### src/rtl/blsu_pkg.sv
package blsu_pkg;
  localparam int INSN_W = 16;
  localparam logic [2:0] OPC_IO   = 3'b011;
  localparam logic [5:0] DEV_BYTE = 6'b000001;
  localparam logic [2:0] XF_LOAD  = 3'b001;
  localparam logic [2:0] XF_STORE = 3'b100;

  typedef enum logic [1:0] {ST_IDLE, ST_READ, ST_XFER, ST_RESP} blsu_state_e;
  typedef enum logic [1:0] {OP_NONE, OP_LOAD, OP_STORE} blsu_op_e;

  typedef struct packed {
    blsu_op_e   op;
    logic [1:0] acd;
    logic [1:0] acs;
  } blsu_dec_t;
endpackage

### src/rtl/blsu_decode.sv
module blsu_decode
  import blsu_pkg::*;
(
  input  logic [INSN_W-1:0] insn,
  output blsu_dec_t         dec
);
  logic [2:0] opc_f;
  logic [2:0] xfer_f;
  logic [5:0] dev_f;
  logic       frame_ok;

  always_comb begin
    opc_f    = insn[15:13];
    xfer_f   = insn[10:8];
    dev_f    = insn[5:0];
    frame_ok = (opc_f == OPC_IO) && (dev_f == DEV_BYTE);
    dec.acd  = insn[12:11];
    dec.acs  = insn[7:6];
    if (frame_ok && xfer_f == XF_LOAD)       dec.op = OP_LOAD;
    else if (frame_ok && xfer_f == XF_STORE) dec.op = OP_STORE;
    else                                     dec.op = OP_NONE;
  end
endmodule

### src/rtl/blsu_lane.sv
module blsu_lane #(
  parameter int WORD_W = 16
) (
  input  logic [WORD_W-1:0]   rword,
  input  logic [WORD_W/2-1:0] src,
  input  logic                sel,
  output logic [WORD_W-1:0]   load_val,
  output logic [WORD_W-1:0]   merged
);
  localparam int BYTE_W = WORD_W / 2;
  localparam int LANES  = 2;

  logic [BYTE_W-1:0] lane_byte [LANES];

  for (genvar g = 0; g < LANES; g++) begin : g_lane
    // lane 0 is the high-order byte, selected by sel == 0
    localparam int TOP = WORD_W - 1 - g * BYTE_W;
    assign lane_byte[g] = rword[TOP -: BYTE_W];
    assign merged[TOP -: BYTE_W] = (int'(sel) == g) ? src : rword[TOP -: BYTE_W];
  end

  assign load_val = {{BYTE_W{1'b0}}, lane_byte[sel]};
endmodule

### src/rtl/blsu_ctrl.sv
module blsu_ctrl
  import blsu_pkg::*;
(
  input  logic clk,
  input  logic rst_n,
  input  logic req_valid,
  input  logic rsp_ready,
  output logic req_ready,
  output logic accept,
  output logic in_read,
  output logic in_xfer,
  output logic rsp_valid,
  output logic done
);
  blsu_state_e state_q, state_d;
  logic        done_q;

  always_comb begin
    req_ready = (state_q == ST_IDLE) || (state_q == ST_RESP && rsp_ready);
    accept    = req_valid && req_ready;
    state_d   = state_q;
    case (state_q)
      ST_IDLE: if (accept) state_d = ST_READ;
      ST_READ: state_d = ST_XFER;
      ST_XFER: state_d = ST_RESP;
      ST_RESP: if (rsp_ready) state_d = accept ? ST_READ : ST_IDLE;
      default: state_d = ST_IDLE;
    endcase
  end

  always_ff @(posedge clk or negedge rst_n) begin
    if (!rst_n) begin
      state_q <= ST_IDLE;
      done_q  <= 1'b0;
    end else begin
      state_q <= state_d;
      done_q  <= (state_q == ST_XFER);
    end
  end

  assign in_read   = (state_q == ST_READ);
  assign in_xfer   = (state_q == ST_XFER);
  assign rsp_valid = (state_q == ST_RESP);
  assign done      = done_q;


  done_single_chk: assert property (@(posedge clk) disable iff (!rst_n)
    done |=> !done);


  rsp_rise_done_chk: assert property (@(posedge clk) disable iff (!rst_n)
    $rose(rsp_valid) |-> done);


  busy_block_chk: assert property (@(posedge clk) disable iff (!rst_n)
    (rsp_valid && !rsp_ready) |-> !req_ready);
endmodule

### src/rtl/byte_ls_unit.sv
module byte_ls_unit
  import blsu_pkg::*;
#(
  parameter int WORD_W = 16
) (
  input  logic                clk,
  input  logic                rst_n,
  input  logic                req_valid,
  output logic                req_ready,
  input  logic [INSN_W-1:0]   req_insn,
  input  logic [WORD_W-1:0]   req_ptr,
  input  logic [WORD_W/2-1:0] req_data,
  output logic [1:0]          ptr_acc,
  output logic [1:0]          data_acc,
  output logic                rsp_valid,
  input  logic                rsp_ready,
  output logic [WORD_W-1:0]   rsp_data,
  output logic [1:0]          rsp_acd,
  output logic                rsp_wen,
  output logic                rsp_illegal,
  output logic                done,
  output logic                mem_rd,
  output logic                mem_wr,
  output logic [WORD_W-1:0]   mem_addr,
  output logic [WORD_W-1:0]   mem_wdata,
  input  logic [WORD_W-1:0]   mem_rdata
);
  localparam int BYTE_W = WORD_W / 2;

  blsu_dec_t         dec;
  blsu_op_e          op_q;
  logic [1:0]        acd_q;
  logic [WORD_W-1:0] ptr_q;
  logic [BYTE_W-1:0] data_q;
  logic              accept, in_read, in_xfer;
  logic [WORD_W-1:0] load_val, merged;
  logic [WORD_W-1:0] rsp_data_q;
  logic [1:0]        rsp_acd_q;
  logic              rsp_wen_q, rsp_ill_q;

  blsu_decode u_dec (
    .insn (req_insn),
    .dec  (dec)
  );

  blsu_ctrl u_ctrl (
    .clk       (clk),
    .rst_n     (rst_n),
    .req_valid (req_valid),
    .rsp_ready (rsp_ready),
    .req_ready (req_ready),
    .accept    (accept),
    .in_read   (in_read),
    .in_xfer   (in_xfer),
    .rsp_valid (rsp_valid),
    .done      (done)
  );

  blsu_lane #(.WORD_W(WORD_W)) u_lane (
    .rword    (mem_rdata),
    .src      (data_q),
    .sel      (ptr_q[0]),
    .load_val (load_val),
    .merged   (merged)
  );

  assign ptr_acc  = dec.acs;
  assign data_acc = dec.acd;

  always_ff @(posedge clk or negedge rst_n) begin
    if (!rst_n) begin
      op_q   <= OP_NONE;
      acd_q  <= '0;
      ptr_q  <= '0;
      data_q <= '0;
    end else if (accept) begin
      op_q   <= dec.op;
      acd_q  <= dec.acd;
      ptr_q  <= req_ptr;
      data_q <= req_data;
    end
  end

  assign mem_addr  = {1'b0, ptr_q[WORD_W-1:1]};
  assign mem_rd    = in_read && (op_q != OP_NONE);
  assign mem_wr    = in_xfer && (op_q == OP_STORE);
  assign mem_wdata = merged;

  always_ff @(posedge clk or negedge rst_n) begin
    if (!rst_n) begin
      rsp_data_q <= '0;
      rsp_acd_q  <= '0;
      rsp_wen_q  <= 1'b0;
      rsp_ill_q  <= 1'b0;
    end else if (in_xfer) begin
      case (op_q)
        OP_LOAD:  rsp_data_q <= load_val;
        OP_STORE: rsp_data_q <= merged;
        default:  rsp_data_q <= '0;
      endcase
      rsp_acd_q <= acd_q;
      rsp_wen_q <= (op_q == OP_LOAD);
      rsp_ill_q <= (op_q == OP_NONE);
    end
  end

  assign rsp_data    = rsp_data_q;
  assign rsp_acd     = rsp_acd_q;
  assign rsp_wen     = rsp_wen_q;
  assign rsp_illegal = rsp_ill_q;


  wr_follows_rd_chk: assert property (@(posedge clk) disable iff (!rst_n)
    mem_wr |-> ($past(mem_rd) && $stable(mem_addr)));


  addr_top_zero_chk: assert property (@(posedge clk) disable iff (!rst_n)
    mem_rd |-> !mem_addr[WORD_W-1]);


  rsp_hold_chk: assert property (@(posedge clk) disable iff (!rst_n)
    (rsp_valid && !rsp_ready) |=> (rsp_valid && $stable(rsp_data) &&
                                   $stable(rsp_wen) && $stable(rsp_illegal)));


  load_upper_zero_chk: assert property (@(posedge clk) disable iff (!rst_n)
    (rsp_valid && rsp_wen) |-> (rsp_data[WORD_W-1:BYTE_W] == '0));


  illegal_quiet_chk: assert property (@(posedge clk) disable iff (!rst_n)
    (rsp_valid && rsp_illegal) |-> (!rsp_wen && rsp_data == '0));
endmodule

### config.mk
export PLATFORM = sky130hd
export DESIGN_NAME = byte_ls_unit
export DESIGN_NICKNAME = d
export VERILOG_FILES = /design/src/rtl/blsu_pkg.sv /design/src/rtl/blsu_decode.sv /design/src/rtl/blsu_lane.sv /design/src/rtl/blsu_ctrl.sv /design/src/rtl/byte_ls_unit.sv
export SDC_FILE = /design/constraint.sdc
export NUM_CORES = 1
export LEC_CHECK = 0
export BUFFER_PORTS_ARGS = -buffer_cell sky130_fd_sc_hd__buf_2
export CAP_MARGIN = 40
export CORE_ASPECT_RATIO = 0.8
export CORE_MARGIN = 2
export CORE_UTILIZATION = 40
export DETAILED_ROUTE_END_ITERATION = 7
export PLACE_DENSITY = 0.69
export SLEW_MARGIN = 30
export SYNTH_ARGS = -nofsm -noshare
export SYNTH_HDL_FRONTEND = slang
export SYNTH_SLANG_ARGS = --single-unit
### constraint.sdc
create_clock -name clk -period 4.38 [get_ports clk]
set_clock_uncertainty 0.05 [all_clocks]
set_input_delay 0.876 -clock clk [delete_from_list [all_inputs] [get_ports clk]]
set_output_delay 0.876 -clock clk [all_outputs]
set_load 0.005 [all_outputs]
==> reports/results.tsv, run 1 <==
stage	metric	value	unit
status	outcome	finished, final reports clean	
cells_and_area	n_antenna_cell	0	
routing	drt_iter0_markers	41	
clock_network	cts.sinks	51	
worst_setup_path	path_cells	inv_1 > ha_1 > buf_4 > and2_1 > buf_2	
routing	drtPass1Iterations	4	
cells_and_area	area_growth	26.5	%
clock_network	cts_hold_buf	0	
worst_setup_path	cp.arrival	1.92	ns
clock_network	clkSlewWorstSetupHoldPaths	0.09	ns
synth	ys_ff_latch	51	
synth	synth_area	2620	µm²
power	vdd_drop_max	0.000312	V
hold_path	hp-class	flop to flop	
grt	overflow	0	
clock_network	clock_path_buffers	2	
power	p_total	1870	µW
sta	setup_violations	0	
routing	wl	5600	µm
synth	ys_seq_area_frac	0.486	
sta	max_freq	352	MHz
worst_setup_path	r2r_start	u_ctrl.state_q[0]	
sta	final_hold_viol_count	0	
clock_network	cts_setup_buffers	0	
routing	drc_errors	0	
placed_design	portBuffers	115	
routing	drtAntennaViolNets	0	
die	io_pins	121	
hold_path	min_to	acd_q[1]	
worst_setup_path	slowest_delay	0.52	ns
sta	layout_min_cycle_time	2.84	ns
die	die_w	94.6	µm
worst_setup_path	cp-end-kind	output port	
power	leakage	0.00173	µW
hold_path	min_from	acd_q[1]	
die	rows	26	
synth	synth_area_per_cell	12.7	µm²
sta	maxSlewViolCount	0	
worst_setup_path	crit_required	3.45	ns
grt	grt_pass1_vias	1921	
routing	vias	1884	
synth	synth_nets	274	
die	die_y	76.4	µm
die	die_area	7230	µm²
grt	grt_first_pass_wirelength	9070	µm
cells_and_area	fillers	602	
sta	period_share	0.649	
worst_setup_path	start_kind	flop	
clock_network	htreeDepth	2	
clock_network	clockRootBuffer	clkbuf_8	
clock_network	cts_tree	yes	
worst_setup_path	r2r_setup_slack	1.95	ns
die	initial_core_util	0.411	
sta	max_slew_margin	0.536	
sta	rsz0062_at_grt	false	
placed_design	place.gp.congestion	0.747	
worst_setup_path	critPathKind	flop to output port	
power	powerDensity	565	nW/µm²
worst_setup_path	reg2reg_to	rsp_data[0]	
worst_setup_path	reg2reg_depth	6	
clock_network	post_cts_resized	0	
synth	ys_warn_count	0	
cells_and_area	drive_gt1_frac	0.522	
cells_and_area	fin_nets	383	
worst_setup_path	path_max_fanout	13	
sta	fin_tns_setup	0	ns
routing	wl_per_cell	14.0	µm
job	cap_viol_max_count	0	
clock_network	clk_latency	0.30	ns
grt	grt_util_all_layers	0.159	
hold_path	holdPathStages	1	
grt	grt_max_degree	52	
synth	synthCells	206	
clock_network	cts_made_buffers	5	
worst_setup_path	cpMaxStageDelayCell	ha_1	
sta	tightest_slew	0.695	ns
die	coreArea	6380	µm²
sta	hold_slack	0.439	ns
grt	antenna_found_initial	0	
cells_and_area	final_cell_mix	buf_2, dfrtp_1, mux2_1	
cells_and_area	final_common_cell	buf_2	
synth	yosysUniqueCellTypes	31	
routing	via_per_inst	4.71	
placed_design	dp_hpwl	4120	µm
==> layer usage <==
| layer | track usage | wire (µm) |
|---|---|---|
| met2 | 0.276 | 2710 |
| met5 | 0 | 0 |
| met3 | 0.0475 | 414 |
| met4 | 0.0319 | 41 |
| met1 | 0.196 | 2430 |
==> worst max-delay path by stage <==
stage	from	to
2_1_floorplan	mem_rdata[12]	mem_wdata[12]
3_5_place_dp	u_ctrl.state_q[0]	mem_wr
6_report	u_ctrl.state_q[0]	mem_wr
4_1_cts	u_ctrl.state_q[0]	mem_wr
5_1_grt	u_ctrl.state_q[0]	mem_wr
3_3_place_gp	ptr_q[0]	mem_wdata[11]
==> power breakdown <==
group          switching [µW]  internal (µW)
Sequential                129            620
Combinational             325            474
Clock                     154            173
Total                     608           1270
==> synth_stat cells, drive strengths merged <==
cell | count | area, µm²
nor2 | 1 | 3.75
dfrtp | 51 | 1280
conb | 1 | 3.75
mux2 | 55 | 702
nand4b | 1 | 8.76
ha | 8 | 100
nand2 | 10 | 45.0
o21ai | 18 | 90.1
inv | 24 | 90.1
a31o | 1 | 8.76
a21oi | 2 | 13.8
a22oi | 8 | 70.1
nor4 | 1 | 6.26
o41ai | 2 | 32.5
buf | 14 | 114
nand2b | 2 | 12.5
nor4bb | 1 | 10.0
and2 | 1 | 6.26
and3 | 2 | 12.5
nor2b | 1 | 6.26
o31ai | 1 | 7.51
clkbuf | 1 | 3.75
==> registers in the layout, indices dropped and copies added, names as in the netlist <==
signal / flops
acd_q: 2
data_q: 8
op_q: 2
ptr_q: 16
rsp_acd: 2
rsp_data: 16
rsp_illegal: 1
rsp_wen: 1
u_ctrl.done: 1
u_ctrl.state_q: 2
==> through the flow <==
step	setup WS, ns	cells	cell area (µm²)	utilization
global route	1.37	400	3320	0.521
CTS	1.48	400	3320	0.521
global placement	1.86	392	3200	0.502
finish	1.54	400	3320	0.521
floorplan	2.27	206	2620	-
detailed placement	1.82	392	3200	0.502
==> logic make-up (layout without fill, tap and decap cells) <==
family / Yosys count / after routing / synth area share
adders and majority gates: 8 / 8 / 0.0382
AOI/OAI and AO/OA: 32 / 32 / 0.0849
muxes: 55 / 55 / 0.268
buffers and inverters: 39 / 149 / 0.0792
other: 1 / 1 / 0.00143
and+or+nand+nor: 20 / 20 / 0.0424
DFF: 51 / 51 / 0.486
==> critical path: cells and delay by family, from the launching register on <==
family,cells,cell delay (ns)
DFF,1,0.42
and+or+nand+nor,1,0.14
adders and majority gates,1,0.52
buffers and inverters,3,0.54
==> layout make-up <==
| class | instances | area (µm²) | area share |
|---|---|---|---|
| flip-flops and latches | 51 | 1280 | 0.385 |
| repair buffers | 117 | 591 | 0.178 |
| multi-input cells | 116 | 1140 | 0.343 |
| well taps | 84 | 105 | 0.0317 |
| clock inverters | 3 | 47.5 | 0.0143 |
| inverters | 24 | 90.1 | 0.0271 |
| clock buffers | 5 | 68.8 | 0.0207 |
(Power assumes the default switching activity.)
==> run 2: changes to the inputs <==
--- a/config.mk
+++ b/config.mk
@@ -11,7 +11,7 @@
 export CORE_MARGIN = 2
 export CORE_UTILIZATION = 40
 export DETAILED_ROUTE_END_ITERATION = 7
-export PLACE_DENSITY = 0.69
+export PLACE_DENSITY = 0.72
 export SLEW_MARGIN = 30
 export SYNTH_ARGS = -nofsm -noshare
 export SYNTH_HDL_FRONTEND = slang
==> constraint.sdc (replaced) <==
create_clock -name clk -period 2.5 [get_ports clk]
set_clock_uncertainty 0.05 [all_clocks]
set_input_delay 0.5 -clock clk [delete_from_list [all_inputs] [get_ports clk]]
set_output_delay 0.5 -clock clk [all_outputs]
set_load 0.005 [all_outputs]
==> run 2 against run 1 <==
  * Clock power rose by 53%
  * Critical endpoint is now mem_wdata[9]
  * Clock-buffer cell count rose by 1
  * Total power rose by 74%
  * Non-clock buffer count rose by 2
  * Die area did not move
  * Highest routed layer unchanged
  * Global-route usage fell by 0.050 points
  * Via count rose by 1.3%
  * Worst hold slack got worse by 0.31 ns
  * First-iteration DRC count fell by 9.8%
  * Final cell count rose by 0.50%
==> reports/results.tsv, run 2 (synthesized netlist as in run 1, its figures left out) <==
stage	metric	value	unit	change
cells_and_area	fin_nets	385		was 383
cells_and_area	area_growth	27.3	%	was 26.5%
die	io_pins	121		unchanged
worst_setup_path	crit_required	1.95	ns	was 3.45 ns
placed_design	portBuffers	115		unchanged
clock_network	cts_hold_buf	0		unchanged
grt	grt_max_degree	52		unchanged
worst_setup_path	start_kind	flop		unchanged
clock_network	cts_made_buffers	5		unchanged
routing	drtAntennaViolNets	0		unchanged
cells_and_area	n_antenna_cell	0		unchanged
cells_and_area	fillers	588		was 602
die	die_y	76.4	µm	unchanged
worst_setup_path	cp.arrival	1.62	ns	was 1.92 ns
worst_setup_path	crit_family	flip-flops		was buffers and inverters
sta	period_share	0.869		
power	leakage	0.00174	µW	was 0.00173 µW
worst_setup_path	path_cells	buf_12 > mux2_1 > buf_2		was inv_1 > ha_1 > buf_4 > and2_1 > buf_2
grt	grt_pass1_vias	1992		was 1,921
grt	grt_util_all_layers	0.158		was 0.159
worst_setup_path	crit_end	mem_wdata[9]		was mem_wr
worst_setup_path	reg2reg_to	data_q[2]		was rsp_data[0]
die	die_w	94.6	µm	unchanged
worst_setup_path	reg2reg_depth	6		unchanged
sta	max_freq	460	MHz	
cells_and_area	final_cell_mix	buf_2, dfrtp_1, mux2_1		unchanged
worst_setup_path	crit_cells	3		was 5
power	p_total	3260	µW	was 1870 µW
sta	fin_ws	0.328	ns	was 1.54 ns
cells_and_area	drive_gt1_frac	0.522		about the same
cells_and_area	fin_cells	402		was 400
hold_path	hp-class	input port to asynchronous set/reset pin		was flop to flop
clock_network	clock_path_buffers	2		unchanged
clock_network	cts.sinks	51		unchanged
sta	final_hold_viol_count	0		unchanged
clock_network	htreeDepth	2		unchanged
clock_network	post_cts_resized	0		unchanged
worst_setup_path	r2r_start	u_ctrl.state_q[0]		unchanged
die	rows	26		unchanged
job	cap_viol_max_count	0		unchanged
routing	via_per_inst	4.75		was 4.71
worst_setup_path	crit_path_start	ptr_q[0]		was u_ctrl.state_q[0]
placed_design	preCtsSetupSlack	0.581	ns	was 1.82 ns
power	vdd_drop_max	0.000517	V	was 0.000312 V
worst_setup_path	path_max_fanout	18		was 13
sta	fin_tns_setup	0	ns	unchanged
clock_network	cts_tree	yes		unchanged
routing	vias	1908		was 1,884
sta	maxSlewViolCount	0		unchanged
worst_setup_path	slowest_delay	0.59	ns	was 0.52 ns
clock_network	cts_setup_buffers	0		unchanged
sta	layout_min_cycle_time	2.17	ns	
routing	drt_iter0_markers	37		was 41
die	coreArea	6380	µm²	unchanged
sta	rsz0062_at_grt	false		unchanged
routing	drc_errors	0		unchanged
placed_design	place.gp.congestion	0.759		was 0.747
worst_setup_path	cpMaxStageDelayCell	dfrtp_1		was ha_1
die	die_area	7230	µm²	unchanged
clock_network	clk_latency	0.30	ns	about the same
worst_setup_path	critPathKind	flop to output port		unchanged
sta	hold_slack	0.126	ns	was 0.439 ns
routing	wl	5740	µm	was 5600 µm
clock_network	clockRootBuffer	clkbuf_8		unchanged
grt	antenna_found_initial	0		unchanged
status	outcome	finished, final reports clean		unchanged
worst_setup_path	cp-end-kind	output port		unchanged
routing	drtPass1Iterations	4		unchanged
clock_network	clkSlewWorstSetupHoldPaths	0.10	ns	was 0.09 ns
grt	grt_first_pass_wirelength	9160	µm	was 9070 µm
placed_design	post-place-cells	394		was 392
sta	max_slew_margin	0.653		was 0.536
routing	wl_per_cell	14.3	µm	was 14.0 µm
placed_design	dp_hpwl	4240	µm	was 4120 µm
sta	setup_violations	0		unchanged
sta	tightest_slew	0.520	ns	was 0.695 ns
power	powerDensity	976	nW/µm²	was 565 nW/µm²
grt	overflow	0		unchanged
cells_and_area	final_common_cell	buf_2		unchanged
worst_setup_path	path_buf_inv	2		was 3
worst_setup_path	r2r_setup_slack	0.59	ns	was 1.95 ns
die	initial_core_util	0.411		unchanged
run 2: final cells by class:
| cell class | instances | area [µm²] | share of cell area |
|---|---|---|---|
| Sequential cell | 51 | 1280 | 0.382 |
| Multi-Input combinational cell | 116 | 1140 | 0.341 |
| Timing Repair Buffer | 119 | 631 | 0.189 |
| Tap cell | 84 | 105 | 0.0315 |
| Inverter | 24 | 90.1 | 0.0270 |
| Clock buffer | 6 | 82.6 | 0.0247 |
| Clock inverter | 2 | 16.3 | 0.00487 |
run 2: routing by layer:
metal	routed length, µm	track usage	up-vias
met3	369	0.0406	7
met5	0	0	-
met2	2820	0.281	65
met4	53	0.0420	0
met1	2500	0.190	915
li1	-	-	921
run 2: per-stage QoR:
| step | utilization | instance area [µm²] |
|---|---|---|
| after floorplan | - | 2620 |
| after global placement | 0.508 | 3240 |
| after detailed placement | 0.508 | 3240 |
| after CTS | 0.524 | 3340 |
| after global routing | 0.524 | 3340 |
| final | 0.524 | 3340 |
run 2: worst min-delay path by stage:
stage                        start         to  cells after the start
after global placement    acd_q[1]   acd_q[1]                      1
after detailed placement  acd_q[1]   acd_q[1]                      1
after floorplan              rst_n   acd_q[0]                      0
after global routing         rst_n  ptr_q[12]                      2
after CTS                    rst_n  ptr_q[12]                      2
final                        rst_n  ptr_q[12]                      2
run 2: worst register-to-register path, stage by stage (launching register included):
cell	delay (ns)
dfrtp_1	0.41
inv_1	0.11
ha_1	0.24
a21oi_2	0.16
inv_2	0.07
nand2_4	0.40
mux2_1	0.37
run 2: report_power, final:
part	switching, µW	internal, µW	leakage (µW)
Combinational	631	862	0.00105
Sequential	184	1090	0.000641
Clock	273	226	0.0000474
